--- src/rtl/bcg_pkg.sv ---
package bcg_pkg;
  typedef enum logic [0:0] {ST_IDLE = 1'b0, ST_RUN = 1'b1} gap_st_t;
endpackage

--- src/rtl/bcg_us_tick.sv ---
module bcg_us_tick #(
  parameter int DIV0 = 10,
  parameter int DIV1 = 12,
  parameter int DIV2 = 16,
  parameter int DIV3 = 20,
  localparam int DMAX = (DIV0 > DIV1 ? (DIV0 > DIV2 ? (DIV0 > DIV3 ? DIV0 : DIV3) : (DIV2 > DIV3 ? DIV2 : DIV3))
                                     : (DIV1 > DIV2 ? (DIV1 > DIV3 ? DIV1 : DIV3) : (DIV2 > DIV3 ? DIV2 : DIV3))),
  localparam int DW = $clog2(DMAX + 1)
) (
  input  logic       clk,
  input  logic       rst,
  input  logic       load,
  input  logic [1:0] sel,
  input  logic       en,
  output logic       tick
);
  logic [DW-1:0] lim_q, cnt_q;

  function automatic logic [DW-1:0] pick(input logic [1:0] s);
    case (s)
      2'd0:    pick = DW'(DIV0);
      2'd1:    pick = DW'(DIV1);
      2'd2:    pick = DW'(DIV2);
      default: pick = DW'(DIV3);
    endcase
  endfunction

  assign tick = en && (cnt_q == lim_q - DW'(1));

  always_ff @(posedge clk) begin
    if (rst) begin
      lim_q <= DW'(DIV0);
      cnt_q <= '0;
    end else if (load) begin
      lim_q <= pick(sel);
      cnt_q <= '0;
    end else if (en) begin
      cnt_q <= tick ? '0 : cnt_q + DW'(1);
    end
  end

  // the divider count stays below the latched divisor
  a_r2_cnt_in_range: assert property (@(posedge clk) disable iff (rst) cnt_q < lim_q)
    else $error("divider count out of range");
endmodule

--- src/rtl/bcg_stretch_acct.sv ---
module bcg_stretch_acct #(
  parameter int PEN_STEP = 6,
  parameter int PEN_MAX  = 72,
  localparam int PW = $clog2(PEN_MAX + PEN_STEP + 1)
) (
  input  logic          clk,
  input  logic          rst,
  input  logic          enh_host,
  input  logic          som_busy,
  input  logic          eom_busy,
  input  logic          xfer_strobe,
  input  logic          host_req,
  input  logic          clear,
  output logic          host_grant,
  output logic [PW-1:0] pen
);
  logic slot_used_q, grant;
  logic [PW-1:0] pen_sum;

  assign grant   = host_req && (som_busy || eom_busy) && enh_host && !slot_used_q;
  assign pen_sum = pen + PW'(PEN_STEP);

  always_ff @(posedge clk) begin
    if (rst) begin
      slot_used_q <= 1'b0;
      host_grant  <= 1'b0;
      pen         <= '0;
    end else begin
      slot_used_q <= xfer_strobe ? 1'b0 : (slot_used_q | grant);
      host_grant  <= grant;
      if (clear)
        pen <= '0;
      else if (grant)
        pen <= (pen_sum > PW'(PEN_MAX)) ? PW'(PEN_MAX) : pen_sum;
    end
  end

  // penalty ceiling
  a_r7_pen_cap: assert property (@(posedge clk) disable iff (rst) pen <= PW'(PEN_MAX))
    else $error("penalty above ceiling");
  // no second grant inside one slot
  a_r6_one_per_slot: assert property (@(posedge clk) disable iff (rst)
    (!$past(rst) && $past(grant) && !$past(xfer_strobe)) |-> !grant)
    else $error("second grant in a slot");
  // no grant with enhanced host access disabled
  a_r8_no_grant_off: assert property (@(posedge clk) disable iff (rst) !enh_host |-> !grant)
    else $error("grant while host access disabled");
endmodule

--- src/rtl/bcg_gap_ctrl.sv ---
module bcg_gap_ctrl
  import bcg_pkg::*;
#(
  parameter int GAP_W     = 16,
  parameter int PW        = 7,
  parameter int PEN_MAX   = 72,
  parameter int ENH_EXTRA = 10,
  localparam int SW = $clog2(PEN_MAX + ENH_EXTRA + 1)
) (
  input  logic             clk,
  input  logic             rst,
  input  logic             load,
  input  logic [PW-1:0]    pen,
  input  logic             enh_mode,
  input  logic [GAP_W-1:0] gap_us,
  input  logic             tick,
  output logic             tick_en,
  output logic             go
);
  gap_st_t          st_q;
  logic [SW-1:0]    stretch_q;
  logic [GAP_W-1:0] us_q;

  assign tick_en = (st_q == ST_RUN) && (stretch_q == '0) && (us_q != '0) && !load;

  always_ff @(posedge clk) begin
    if (rst) begin
      st_q      <= ST_IDLE;
      stretch_q <= '0;
      us_q      <= '0;
      go        <= 1'b0;
    end else begin
      go <= 1'b0;
      if (load) begin
        st_q      <= ST_RUN;
        stretch_q <= SW'(pen) + (enh_mode ? SW'(ENH_EXTRA) : SW'(0));
        us_q      <= gap_us;
      end else if (st_q == ST_RUN) begin
        if (stretch_q != '0)
          stretch_q <= stretch_q - SW'(1);
        else if (us_q != '0) begin
          if (tick) us_q <= us_q - GAP_W'(1);
        end else begin
          go   <= 1'b1;
          st_q <= ST_IDLE;
        end
      end
    end
  end

  // go lasts one cycle
  a_r3_go_single: assert property (@(posedge clk) disable iff (rst) go |=> !go)
    else $error("go longer than one cycle");
  // go only closes an active gap
  a_r3_go_after_run: assert property (@(posedge clk) disable iff (rst)
    go |-> ($past(st_q) == ST_RUN))
    else $error("go without active gap");
  // every strobe starts a gap and suppresses go
  a_r10_load_starts: assert property (@(posedge clk) disable iff (rst)
    load |=> (st_q == ST_RUN) && !go)
    else $error("strobe did not start a gap");
endmodule

--- src/rtl/bc_gap_timer.sv ---
module bc_gap_timer #(
  parameter int GAP_W     = 16,
  parameter int DIV0      = 10,
  parameter int DIV1      = 12,
  parameter int DIV2      = 16,
  parameter int DIV3      = 20,
  parameter int PEN_STEP  = 6,
  parameter int PEN_MAX   = 72,
  parameter int ENH_EXTRA = 10,
  localparam int PW = $clog2(PEN_MAX + PEN_STEP + 1)
) (
  input  logic             clk,
  input  logic             rst,
  input  logic [1:0]       clk_sel,
  input  logic [GAP_W-1:0] gap_us,
  input  logic             enh_host,
  input  logic             enh_mode,
  input  logic             som_busy,
  input  logic             eom_busy,
  input  logic             xfer_strobe,
  input  logic             host_req,
  input  logic             eom_strobe,
  output logic             host_grant,
  output logic             go
);
  logic [PW-1:0] pen;
  logic          tick, tick_en;

  bcg_stretch_acct #(.PEN_STEP(PEN_STEP), .PEN_MAX(PEN_MAX)) u_acct (
    .clk(clk), .rst(rst), .enh_host(enh_host), .som_busy(som_busy),
    .eom_busy(eom_busy), .xfer_strobe(xfer_strobe), .host_req(host_req),
    .clear(eom_strobe), .host_grant(host_grant), .pen(pen));

  bcg_us_tick #(.DIV0(DIV0), .DIV1(DIV1), .DIV2(DIV2), .DIV3(DIV3)) u_tick (
    .clk(clk), .rst(rst), .load(eom_strobe), .sel(clk_sel), .en(tick_en), .tick(tick));

  bcg_gap_ctrl #(.GAP_W(GAP_W), .PW(PW), .PEN_MAX(PEN_MAX), .ENH_EXTRA(ENH_EXTRA)) u_ctrl (
    .clk(clk), .rst(rst), .load(eom_strobe), .pen(pen), .enh_mode(enh_mode),
    .gap_us(gap_us), .tick(tick), .tick_en(tick_en), .go(go));
endmodule

--- config.mk ---
export PLATFORM = sky130hd
export DESIGN_NAME = bc_gap_timer
export DESIGN_NICKNAME = d
export VERILOG_FILES = /design/src/rtl/bcg_pkg.sv /design/src/rtl/bcg_us_tick.sv /design/src/rtl/bcg_stretch_acct.sv /design/src/rtl/bcg_gap_ctrl.sv /design/src/rtl/bc_gap_timer.sv
export SDC_FILE = /design/constraint.sdc
export NUM_CORES = 1
export LEC_CHECK = 0
export BUFFER_PORTS_ARGS = -buffer_cell sky130_fd_sc_hd__buf_2
export CAP_MARGIN = 20
export CORE_ASPECT_RATIO = 1.4
export CORE_MARGIN = 5
export CORE_UTILIZATION = 59
export DETAILED_ROUTE_END_ITERATION = 7
export GPL_ROUTABILITY_DRIVEN = 0
export PLACE_DENSITY = 0.84
export SYNTH_ARGS = -nofsm -noshare
export SYNTH_HDL_FRONTEND = slang
export SYNTH_SLANG_ARGS = --single-unit
export TNS_END_PERCENT = 20
--- constraint.sdc ---
create_clock -name clk -period 2.79 [get_ports clk]
set_input_delay 0.279 -clock clk [delete_from_list [all_inputs] [get_ports clk]]
set_output_delay 0.279 -clock clk [all_outputs]
set_load 0.005 [all_outputs]
==> reports/metrics.cfg, run 1 <==
[clocking]
cts_tree = done
cts.repair_timing.setup_buffer_count = 0
clkLatencyLatePin_ns = 0.31
cts_root_buffer = clkbuf_8
post_cts.resized_instances = 0
cts.reportedPaths.clkPinSlew_ns = 0.08
htree_num_levels = 2
clock_sink_count = 42
hold_buffers = 0
cts-root-to-sink-buffers = 2
tritoncts.num_buffers = 5

[setup_path]
crit_type = flip-flop to flip-flop
worst-r2r-cell-count = 7
worst-path-max-fanout = 25
critical_path_arrival_ns = 2.65
start_kind = flip-flop
crit_path_end_kind = flip-flop
crit_required_ns = 2.99

[floorplanning]
core-area_sq_mm = 0.00427
i_o_pins = 29
std_cell_rows = 28
start_util = 0.618
die_h_microns = 89.2
dieWidth_microns = 66.6
dieArea_sq_mm = 0.00594

[pwr]
netSwitchingPower_mw = 0.411
clock_power_share = 0.348
power.static_leakage_nw = 1.06
vdd_drop_max_uv = 437
power_mw = 1.42
comb_power_share = 0.181
power.switching_fraction = 0.289
powerDensity_mw_per_mm2 = 490
power.share.sequential = 0.471
power_report.internal_total_mw = 1.01

[drt]
remaining_drc_errors = 0
met3WireLength_microns = 277
detailroute.wirelength.met2_microns = 3090
drt_first_pass_iters = 4
detailedRoute.firstIterationViolations = 263
maxUsedRoutingLayer = met4
routed_wire_length_per_instance_microns = 15.1
ant_nets = 0
finalWirelength_microns = 5940
routedLengthMet1_microns = 2410
vias = 2430
vias_per_cell = 6.18

[outcome]
result_of_the_run = finished clean

[yosys]
synth_seq_area_share = 0.318
area_share_of_the_leading_cell_type_in_the_synthesized_netlist = 0.318
synth.largest_area_cell = dfxtp_1
netlist_area_sq_mm = 0.00264
synthesis.nets = 351
count_of_flip_flops_with_a_built_in_enable_after_synthesis = 0
post_synth_inst_count = 314
yosys_warnings = 0
post_synth_num_cell_types = 63
async_reset_ff_frac = 0
synthesis.area_per_instance_sq_um = 8.42
ys_ff_latch = 42
yosys-top-cells-area = dfxtp_1 (32%), ha_1 (4.7%), nand2_1 (4.0%)
top_reg_cell_synth = dfxtp_1

[timing]
rsz0062_at_grt = no
final.setup_skew_ns = 0.00779
tns_ns = 0
hold_violations = 0
final_critical_path_share_of_the_clock_period = 0.878
slew_viol_final = 0
finalSetupViolations = 0
max_clock_freq_ghz = 0.408
post-route-min-period_ns = 2.45
worst-slew-pin-transition_ns = 0.998
max-slew-margin-rel = 0.335

[placed_design]
portBuffers = 28
post-place-cells = 385
place.detailed.hpwl_microns = 4210
placedInstanceArea_sq_mm = 0.00278

[final_layout]
layout-drive-gt1-share = 0.159
finalCoreUtilization = 0.677
post-route-cell-area_sq_mm = 0.00289
leading_cell_types_in_the_layout_fill_and_taps_excluded = dfxtp_1 (42), nand2_1 (28), nor2_1 (28), buf_2 (28), a21oi_1 (16)
layout.cells.most_common = dfxtp_1
layoutNonFillerInstCount = 393
syn2layout_area_growth_pct = 9.52
filler_cell_count = 371
insertedDiodeCount = 0
nNetsFinal = 369

[global_routing]
grt_remaining_overflow = 0
antenna_found_initial = 0
gr-usage-all-layers = 0.224
grt_max_degree = 45
global_route_wire_length_before_repair_microns = 10400
grt_pass1_vias = 2429

[min_path]
hp-class = input pin to flip-flop
hold_path_depth = 2

[flow_run]
max-cap-violations = 0

## synth_stat cells (all sizes together) (7+ instances only)
cell / instances
dfxtp: 42
nand2: 29
nor2: 29
a21oi: 17
inv: 12
nor2b: 12
nor3: 12
clkbuf: 11
nor4: 11
ha: 10
a211oi: 8
buf: 8
xnor2: 8
nand3: 7
o21ai: 7
xor2: 7
## cell families after synthesis
kind of cell             Yosys count  synth area share
AND/OR/NAND/NOR                  138             0.288
AO/OA/AOI/OAI                     75             0.231
flip-flops                        42             0.318
buffers and inverters             32            0.0535
XOR/XNOR                          16            0.0582
adder cells (fa/ha/maj)           10            0.0473
multiplexers                       1           0.00379
## critical path, stage by stage, from the launching register on
cell and delay, ns:
dfxtp_1 0.40, inv_1 0.07, ha_1 0.30, xor2_1 0.12, and4_1 0.24, and2_1 0.65
a311oi_1 0.20, a2111oi_1 0.36
## area by class of cell
| type | instances | area, sq um | share of cell area |
|---|---|---|---|
| flip-flops and latches | 42 | 841 | 0.291 |
| clock inverters | 3 | 45.0 | 0.0156 |
| repair buffers | 30 | 155 | 0.0536 |
| multi-input cells | 240 | 1660 | 0.574 |
| well taps | 60 | 75.1 | 0.0259 |
| clock buffers | 5 | 68.8 | 0.0238 |
| inverters | 13 | 48.8 | 0.0169 |
## stage by stage
stage	hold WS, ns	setup slack [ns]
floorplan	0.352	0.724
global placement	0.442	0.476
detailed placement	0.441	0.371
CTS	0.112	0.341
global route	0.112	0.0693
finish	0.117	0.340
## path summary, 6_finish.rpt
path	endpoint	start	slack [ns]
hold / removal	u_acct.slot_used_q$_SDFF_PP0_	xfer_strobe	0.12
setup reg to reg	u_ctrl.us_q[7]$_SDFFE_PP0P_	u_tick.lim_q[1]$_SDFFE_PP1P_	0.34
setup / recovery	u_ctrl.us_q[7]$_SDFFE_PP0P_	u_tick.lim_q[1]$_SDFFE_PP1P_	0.34
hold reg to reg	u_tick.lim_q[4]$_SDFFE_PP0P_	u_tick.lim_q[4]$_SDFFE_PP0P_	0.47
## routing by layer
layer | GRT usage | vias up
li1 | - | 1216
met1 | 0.247 | 1141
met2 | 0.401 | 57
met3 | 0.0453 | 16
met4 | 0.115 | 0
met5 | 0 | -
## flip-flops by register name, indices dropped and copies added, names as in the netlist
signal and count:
u_ctrl.st_q 1, u_acct.host_grant 1, u_ctrl.us_q 16, u_tick.cnt_q 5, u_acct.slot_used_q 1, u_ctrl.stretch_q 7, u_acct.pen 6, u_tick.lim_q 4
u_ctrl.go 1
## power groups by stage
| stage | sequential [mW] | combinational [mW] | clock, mW |
|---|---|---|---|
| after floorplan | 0.670 | 0.204 | 0 |
| after global placement | 0.680 | 0.250 | 0 |
| after detailed placement | 0.681 | 0.255 | 0 |
| after CTS | 0.668 | 0.258 | 0.502 |
| after global routing | 0.674 | 0.293 | 0.531 |
| final | 0.668 | 0.257 | 0.493 |
Note: power is estimated with default switching activity, not from simulation.
==> run 2: changes to the inputs <==
--- a/config.mk
+++ b/config.mk
@@ -15,5 +15,6 @@
 export PLACE_DENSITY = 0.84
 export SYNTH_ARGS = -nofsm -noshare
 export SYNTH_HDL_FRONTEND = slang
+export SYNTH_HIERARCHICAL = 1
 export SYNTH_SLANG_ARGS = --single-unit
 export TNS_END_PERCENT = 20
==> run 2 against run 1 <==
Net effect: the flow now finishes with violations (setup timing); utilization is 9.0 points higher; clock power up 1%; register-to-register slack worse by 0.62 ns; non-clock buffer count up 47; critical path type unchanged; largest power group unchanged; highest routed layer unchanged.
==> reports/metrics.cfg, run 2 <==
[drt]
finalWirelength_microns = 8100  ; was 5940 microns
drt_first_pass_iters = 5  ; was 4
remaining_drc_errors = 0  ; unchanged
routed_wire_length_per_instance_microns = 18.1  ; was 15.1 microns
vias_per_cell = 6.56  ; was 6.18
vias = 2933  ; was 2,430
ant_nets = 0  ; unchanged
detailedRoute.firstIterationViolations = 224  ; was 263

[setup_path]
start_kind = flip-flop  ; unchanged
launch_point_of_the_critical_path = u_ctrl/stretch_q[3]$_SDFFE_PP0P_  ; was u_tick.lim_q[1]$_SDFFE_PP1P_
rr_endpoint = u_ctrl/us_q[15]$_SDFFE_PP0P_  ; was u_ctrl.us_q[7]$_SDFFE_PP0P_
crit_type = flip-flop to flip-flop  ; unchanged
crit_path_end_kind = flip-flop  ; unchanged
cpLargestDelayFamily = simple AND/OR/NAND/NOR gates  ; unchanged
cpPeakStageDelay_ns = 0.54  ; was 0.65 ns
worst-path-max-fanout = 4  ; was 25
critical_path_depth = 13  ; was 7
crit_required_ns = 2.97  ; was 2.99 ns
crit-reg2reg-launch = u_ctrl/stretch_q[3]$_SDFFE_PP0P_  ; was u_tick.lim_q[1]$_SDFFE_PP1P_
slowest_stage = or4_4  ; was and2_1
reg2reg_slack_ns = -0.28  ; was 0.34 ns
worst-r2r-cell-count = 13  ; was 7
timing.critical_path.to = u_ctrl/us_q[15]$_SDFFE_PP0P_  ; was u_ctrl.us_q[7]$_SDFFE_PP0P_
most_prevalent_standard_cell_on_the_critical_path = buf_4
cp_num_buf_inv = 2  ; was 1
critical_path_arrival_ns = 3.25  ; was 2.65 ns
crit_path_cell_trace = or4_4, nor2_4, nand2_2, nor3b_2, buf_4, nand2_4, nor4_4, and2_1, and4bb_2, nand4_1, buf_4, o211ai_1, o221ai_1  ; was inv_1, ha_1, xor2_1, and4_1, and2_1, a311oi_1, a2111oi_1

[final_layout]
footprint_of_the_multi_input_gates_sq_mm = 0.00187  ; was 0.00166 sq mm
layout.cells.most_common = buf_4  ; was dfxtp_1
post-route-cell-area_sq_mm = 0.00348  ; was 0.00289 sq mm
insertedDiodeCount = 0  ; unchanged
filler_cell_count = 309  ; was 371
registers.top_by_ff_count = u_ctrl/us_q  ; was u_ctrl.us_q
largest_register_ffs = 16  ; unchanged
reg.largest.list = u_ctrl/us_q (16), u_ctrl/stretch_q (7), u_acct/pen (6)  ; was u_ctrl.us_q (16), u_ctrl.stretch_q (7), u_acct.pen (6)
layout-drive-gt1-share = 0.332  ; was 0.159
leading_cell_types_in_the_layout_fill_and_taps_excluded = buf_4 (48), dfxtp_1 (40), buf_2 (28), nor2_1 (20)  ; was dfxtp_1 (42), nand2_1 (28), nor2_1 (28), buf_2 (28), a21oi_1 (16)
syn2layout_area_growth_pct = 25.4  ; was 9.52%
ff_latch_area_sq_um = 843  ; was 841 sq um
nNetsFinal = 420  ; was 369

[yosys]
synth.largest_area_cell = dfxtp_1  ; unchanged
synthesis.area_per_instance_sq_um = 8.65  ; was 8.42 sq um
synth_seq_area_share = 0.303  ; was 0.318
ys_ff_latch = 42  ; unchanged
area_share_of_the_leading_cell_type_in_the_synthesized_netlist = 0.303  ; was 0.318
synth_commonest_cells = dfxtp_1 (42), nor2_1 (21), nand2_1 (17), inv_1 (15), nor3_1 (14)  ; was dfxtp_1 (42), nand2_1 (28), nor2_1 (28), a21oi_1 (16)
netlist_area_sq_mm = 0.00278  ; was 0.00264 sq mm
yosys_warnings = 6  ; was 0
synthesis.nets = 357  ; was 351
post_synth_inst_count = 321  ; was 314
async_reset_ff_frac = 0  ; unchanged
top_reg_cell_synth = dfxtp_1  ; unchanged
count_of_flip_flops_with_a_built_in_enable_after_synthesis = 0  ; unchanged
synth.most_common_cell = dfxtp_1  ; unchanged
post_synth_num_cell_types = 76  ; was 63
yosys-top-cells-area = dfxtp_1 (30%), ha_1 (4.1%), xnor2_1 (3.5%)  ; was dfxtp_1 (32%), ha_1 (4.7%), nand2_1 (4.0%)

[clocking]
tritoncts.num_buffers = 5  ; unchanged
clock_sink_count = 42  ; unchanged
clkLatencyLatePin_ns = 0.31  ; about the same
htree_num_levels = 2  ; unchanged
cts.reportedPaths.clkPinSlew_ns = 0.09  ; was 0.08 ns
cts-root-to-sink-buffers = 2  ; unchanged
cts_tree = done  ; unchanged
cts_root_buffer = clkbuf_8  ; unchanged

[outcome]
failed_checks = setup timing
result_of_the_run = complete, but fails checks  ; was finished clean

[placed_design]
portBuffers = 28  ; unchanged
placedInstanceArea_sq_mm = 0.00327  ; was 0.00278 sq mm
place.detailed.hpwl_microns = 5400  ; was 4210 microns

[floorplanning]
std_cell_rows = 29  ; was 28
start_util = 0.612  ; was 0.618
i_o_pins = 29  ; unchanged
dieArea_sq_mm = 0.00620  ; was 0.00594 sq mm
core-area_sq_mm = 0.00454  ; was 0.00427 sq mm
die_h_microns = 91.2  ; was 89.2 microns
dieWidth_microns = 68.0  ; was 66.6 microns

[pwr]
powerDensity_mw_per_mm2 = 441  ; was 490 mW/mm^2
vdd_drop_max_uv = 389  ; was 437 uV
power.static_leakage_nw = 1.31  ; was 1.06 nW

[timing]
final_critical_path_share_of_the_clock_period = 1.10  ; was 0.878
max-slew-margin-rel = 0.629  ; was 0.335
post-route-min-period_ns = 3.07  ; was 2.45 ns
finalSetupViolations = 16  ; was 0
timing.final.ws_setup_ns = -0.277  ; was 0.340 ns
worst-slew-pin-transition_ns = 0.554  ; was 0.998 ns
slew_viol_final = 0  ; unchanged
hold_violations = 0  ; unchanged
max_clock_freq_ghz = 0.326  ; was 0.408 GHz
final.setup_skew_ns = 0.0110  ; was 0.00779 ns
rsz0062_at_grt = yes  ; was no
final_layout_worst_hold_slack_ns = 0.127  ; was 0.117 ns
tns_ns = -3.75  ; was 0 ns

[global_routing]
grt_max_degree = 50  ; was 45
global_route_wire_length_before_repair_microns = 12600  ; was 10,400 microns
antenna_found_initial = 0  ; unchanged
grt_remaining_overflow = 0  ; unchanged
gr-usage-all-layers = 0.258  ; was 0.224
grt_pass1_vias = 2806  ; was 2,429

[flow_run]
max-cap-violations = 0  ; unchanged

[min_path]
hold_path_startpoint = xfer_strobe  ; unchanged
hp-class = input pin to flip-flop  ; unchanged

==> run 2: final cells by class <==
type,instances,area share
clock buffers,5,0.0198
clock inverters,3,0.0129
inverters,16,0.0173
multi-input cells,242,0.538
flip-flops and latches,42,0.242
well taps,62,0.0223
repair buffers,77,0.147
==> run 2: layer usage <==
metal | up-vias | GRT usage | routed length, microns
met5 | - | 0 | 0
met1 | 1377 | 0.296 | 3120
li1 | 1361 | - | -
met2 | 152 | 0.426 | 4090
met3 | 43 | 0.0519 | 509
met4 | 0 | 0.156 | 381
==> run 2: report_power, final <==
group / switching, mW / internal [mW]
combinational: 0.209 / 0.171
sequential: 0.0226 / 0.631
clock: 0.234 / 0.266
==> run 2: what timing repair did <==
action,in CTS,in global routing
buffers inserted,1,1
setup endpoints to repair,16,16
resized for setup,6,12
pin swaps,8,2
hold buffers,0,0
==> run 2: worst min path at each step <==
stage	slack (ns)	depth (start not counted)	end
finish	0.13	2	u_acct/slot_used_q$_SDFF_PP0_
global route	0.11	2	u_acct/slot_used_q$_SDFF_PP0_
global placement	0.44	2	u_acct/slot_used_q$_SDFF_PP0_
CTS	0.12	2	u_acct/slot_used_q$_SDFF_PP0_
floorplan	0.35	1	u_acct/host_grant$_SDFF_PP0_
detailed placement	0.45	2	u_acct/slot_used_q$_SDFF_PP0_
==> run 2: logic make-up (layout without fill, tap and decap cells) <==
| family | count (synthesis) | in the layout | synth area share |
|---|---|---|---|
| other | 1 | 1 | 0.00135 |
| flip-flops | 42 | 42 | 0.303 |
| XOR/XNOR | 18 | 18 | 0.0627 |
| multiplexers | 3 | 3 | 0.0113 |
| AO/OA/AOI/OAI | 88 | 88 | 0.246 |
| AND/OR/NAND/NOR | 123 | 123 | 0.279 |
| adder cells (fa/ha/maj) | 9 | 9 | 0.0406 |
| buffers and inverters | 37 | 101 | 0.0564 |
==> run 2: per-stage QoR <==
step,instances,power (mW),util,setup WS [ns]
finish,447,1.53,0.767,-0.277
global route,447,1.60,0.767,-0.418
CTS,446,1.52,0.752,-0.185
detailed placement,437,1.01,0.720,-0.457
global placement,437,1.00,0.720,-0.228
floorplan,321,0.876,-,-0.374
==> run 3: changes to the inputs <==
--- a/config.mk
+++ b/config.mk
@@ -9,10 +9,10 @@
 export CAP_MARGIN = 20
 export CORE_ASPECT_RATIO = 1.4
 export CORE_MARGIN = 5
-export CORE_UTILIZATION = 59
+export CORE_UTILIZATION = 53
 export DETAILED_ROUTE_END_ITERATION = 7
 export GPL_ROUTABILITY_DRIVEN = 0
-export PLACE_DENSITY = 0.84
+export PLACE_DENSITY = 0.8
 export SYNTH_ARGS = -nofsm -noshare
 export SYNTH_HDL_FRONTEND = slang
 export SYNTH_HIERARCHICAL = 1
==> constraint.sdc (replaced) <==
create_clock -name clk -period 2.8 [get_ports clk]
set_input_delay 0.28 -clock clk [delete_from_list [all_inputs] [get_ports clk]]
set_output_delay 0.28 -clock clk [all_outputs]
set_load 0.005 [all_outputs]
==> run 3 against run 2 <==
Net effect: worst setup slack worse by 0.069 ns; utilization is 7.7 points lower; sequential power hardly changed; combinational power is 3% higher; the flow still finishes with violations (setup timing).
==> reports/metrics.cfg, run 3 (synthesized netlist as in run 2, its figures left out) <==
[pwr]
powerDensity_mw_per_mm2 = 407  ; was 441 mW/mm^2
power_mw = 1.44  ; was 1.53 mW
vdd_drop_max_uv = 489  ; was 389 uV
power.static_leakage_nw = 1.34  ; was 1.31 nW

[final_layout]
largest_register_ffs = 16  ; unchanged
nNetsFinal = 431  ; was 420
layout.cells.most_common = buf_4  ; unchanged
layoutNonFillerInstCount = 460  ; was 447
footprint_of_the_multi_input_gates_sq_mm = 0.00187  ; unchanged
ff_latch_area_sq_um = 843  ; unchanged
filler_cell_count = 414  ; was 309
syn2layout_area_growth_pct = 27.4  ; was 25.4%
reg.largest.list = u_ctrl/us_q (16), u_ctrl/stretch_q (7), u_acct/pen (6)  ; unchanged
leading_cell_types_in_the_layout_fill_and_taps_excluded = buf_4 (59), dfxtp_1 (40), buf_2 (28), nor2_1 (20)  ; was buf_4 (48), dfxtp_1 (40), buf_2 (28), nor2_1 (20)
registers.top_by_ff_count = u_ctrl/us_q  ; unchanged
layout-drive-gt1-share = 0.343  ; was 0.332
insertedDiodeCount = 0  ; unchanged

[placed_design]
post-place-cells = 438  ; was 437
place.detailed.hpwl_microns = 5280  ; was 5400 microns
portBuffers = 28  ; unchanged
dpl_worst_slack_ns = -0.352  ; was -0.457 ns

[clocking]
tritoncts.num_buffers = 5  ; unchanged
cts_root_buffer = clkbuf_8  ; unchanged
htree_num_levels = 2  ; unchanged
clock_sink_count = 42  ; unchanged
cts-root-to-sink-buffers = 2  ; unchanged
clkLatencyLatePin_ns = 0.29  ; was 0.31 ns
hold_buffers = 0  ; unchanged
cts_tree = done  ; unchanged
cts.reportedPaths.clkPinSlew_ns = 0.08  ; was 0.09 ns

[setup_path]
crit_type = flip-flop to flip-flop  ; unchanged
reg2reg_slack_ns = -0.35  ; was -0.28 ns
worst-path-max-fanout = 4  ; unchanged
critical_path_arrival_ns = 3.33  ; was 3.25 ns
crit-reg2reg-launch = u_ctrl/stretch_q[3]$_SDFFE_PP0P_  ; unchanged
start_kind = flip-flop  ; unchanged
rr_endpoint = u_ctrl/us_q[11]$_SDFFE_PP0P_  ; was u_ctrl/us_q[15]$_SDFFE_PP0P_
worst-r2r-cell-count = 12  ; was 13
crit_required_ns = 2.98  ; was 2.97 ns
crit_path_end_kind = flip-flop  ; unchanged

[floorplanning]
dieWidth_microns = 71.2  ; was 68.0 microns
start_util = 0.542  ; was 0.612
dieArea_sq_mm = 0.00680  ; was 0.00620 sq mm
i_o_pins = 29  ; unchanged
die_h_microns = 95.6  ; was 91.2 microns
core-area_sq_mm = 0.00512  ; was 0.00454 sq mm
std_cell_rows = 31  ; was 29

[global_routing]
grt_remaining_overflow = 0  ; unchanged
grt_pass1_vias = 2699  ; was 2,806
gr-usage-all-layers = 0.224  ; was 0.258
grt_max_degree = 50  ; unchanged
antenna_found_initial = 0  ; unchanged
global_route_wire_length_before_repair_microns = 12200  ; was 12,600 microns

[timing]
max-slew-margin-rel = 0.540  ; was 0.629
timing.final.ws_setup_ns = -0.346  ; was -0.277 ns
final_critical_path_share_of_the_clock_period = 1.12  ; was 1.10
post-route-min-period_ns = 3.15  ; was 3.07 ns
worst-slew-pin-transition_ns = 0.687  ; was 0.554 ns
hold_violations = 0  ; unchanged
finalSetupViolations = 20  ; was 16
tns_ns = -3.55  ; was -3.75 ns
rsz0062_at_grt = yes  ; unchanged
final.setup_skew_ns = 0.00558  ; was 0.0110 ns
max_clock_freq_ghz = 0.318  ; was 0.326 GHz
slew_viol_final = 0  ; unchanged

[drt]
detailedRoute.firstIterationViolations = 213  ; was 224
remaining_drc_errors = 0  ; unchanged
routed_wire_length_per_instance_microns = 17.3  ; was 18.1 microns
vias_per_cell = 6.26  ; was 6.56
drt_first_pass_iters = 4  ; was 5
vias = 2881  ; was 2,933
finalWirelength_microns = 7950  ; was 8100 microns
ant_nets = 0  ; unchanged

[min_path]
hold_path_depth = 2  ; unchanged
hold_path_startpoint = xfer_strobe  ; unchanged
hold-path-endpoint = u_acct/slot_used_q$_SDFF_PP0_  ; unchanged
hp-class = input pin to flip-flop  ; unchanged

[outcome]
failed_checks = setup timing  ; unchanged
result_of_the_run = complete, but fails checks  ; unchanged

[flow_run]
max-cap-violations = 0  ; unchanged

==> run 3: what timing repair did <==
action / 4_1_cts / 5_1_grt
resized for setup: 4 / 10
hold endpoints to repair: 0 / 0
buffers inserted: 13 / 3
pin swaps: 11 / 2
endpoints found under the setup margin: 16 / 20
==> run 3: report_power, final <==
part	leakage (nW)	switching [mW]	internal, mW
registers	0.346	0.0261	0.628
clock network	0.0431	0.203	0.190
logic	0.953	0.206	0.184
total	1.34	0.436	1.00
==> run 3: cell type report <==
type	count	area share
Sequential cell	42	0.238
Clock buffer	6	0.0234
Inverter	16	0.0170
Multi-Input combinational cell	242	0.530
Tap cell	66	0.0234
Timing Repair Buffer	88	0.168
==> run 3: how the worst max path moves through the flow <==
| stage | from | endpoint | slack (ns) |
|---|---|---|---|
| after floorplan | u_ctrl/stretch_q[3]$_SDFFE_PP0P_ | u_ctrl/us_q[12]$_SDFFE_PP0P_ | -0.36 |
| after global placement | u_ctrl/stretch_q[3]$_SDFFE_PP0P_ | u_ctrl/us_q[12]$_SDFFE_PP0P_ | -0.20 |
| after detailed placement | u_ctrl/stretch_q[3]$_SDFFE_PP0P_ | u_ctrl/us_q[12]$_SDFFE_PP0P_ | -0.35 |
| after CTS | u_ctrl/stretch_q[3]$_SDFFE_PP0P_ | u_ctrl/us_q[12]$_SDFFE_PP0P_ | -0.15 |
| after global routing | u_ctrl/stretch_q[3]$_SDFFE_PP0P_ | u_ctrl/us_q[15]$_SDFFE_PP0P_ | -0.47 |
| final | u_ctrl/stretch_q[3]$_SDFFE_PP0P_ | u_ctrl/us_q[11]$_SDFFE_PP0P_ | -0.35 |
==> run 3: layer usage <==
layer	wire, microns	global-route usage
met1	3150	0.252
met4	230	0.108
met2	4200	0.402
met5	0	0
met3	367	0.0422
==> run 3: through the flow <==
stage | cell area (sq um) | util | hold WS (ns)
2_1_floorplan | 2790 | - | 0.352
3_3_place_gp | 3250 | 0.634 | 0.447
3_5_place_dp | 3250 | 0.634 | 0.447
4_1_cts | 3450 | 0.673 | 0.134
5_1_grt | 3540 | 0.691 | 0.149
6_report | 3540 | 0.691 | 0.145
==> run 3: worst max-delay path, cell delays in order, from the launching register on <==
cell and delay, ns:
dfxtp_2 0.32, or4_4 0.55, nor2_4 0.11, nand2_2 0.09, nor3b_4 0.22, nand2_2 0.09, nor4_4 0.26, and2_1 0.16
and4bb_2 0.34, buf_6 0.13, nand4_1 0.17, nand2b_4 0.23, a311o_1 0.36
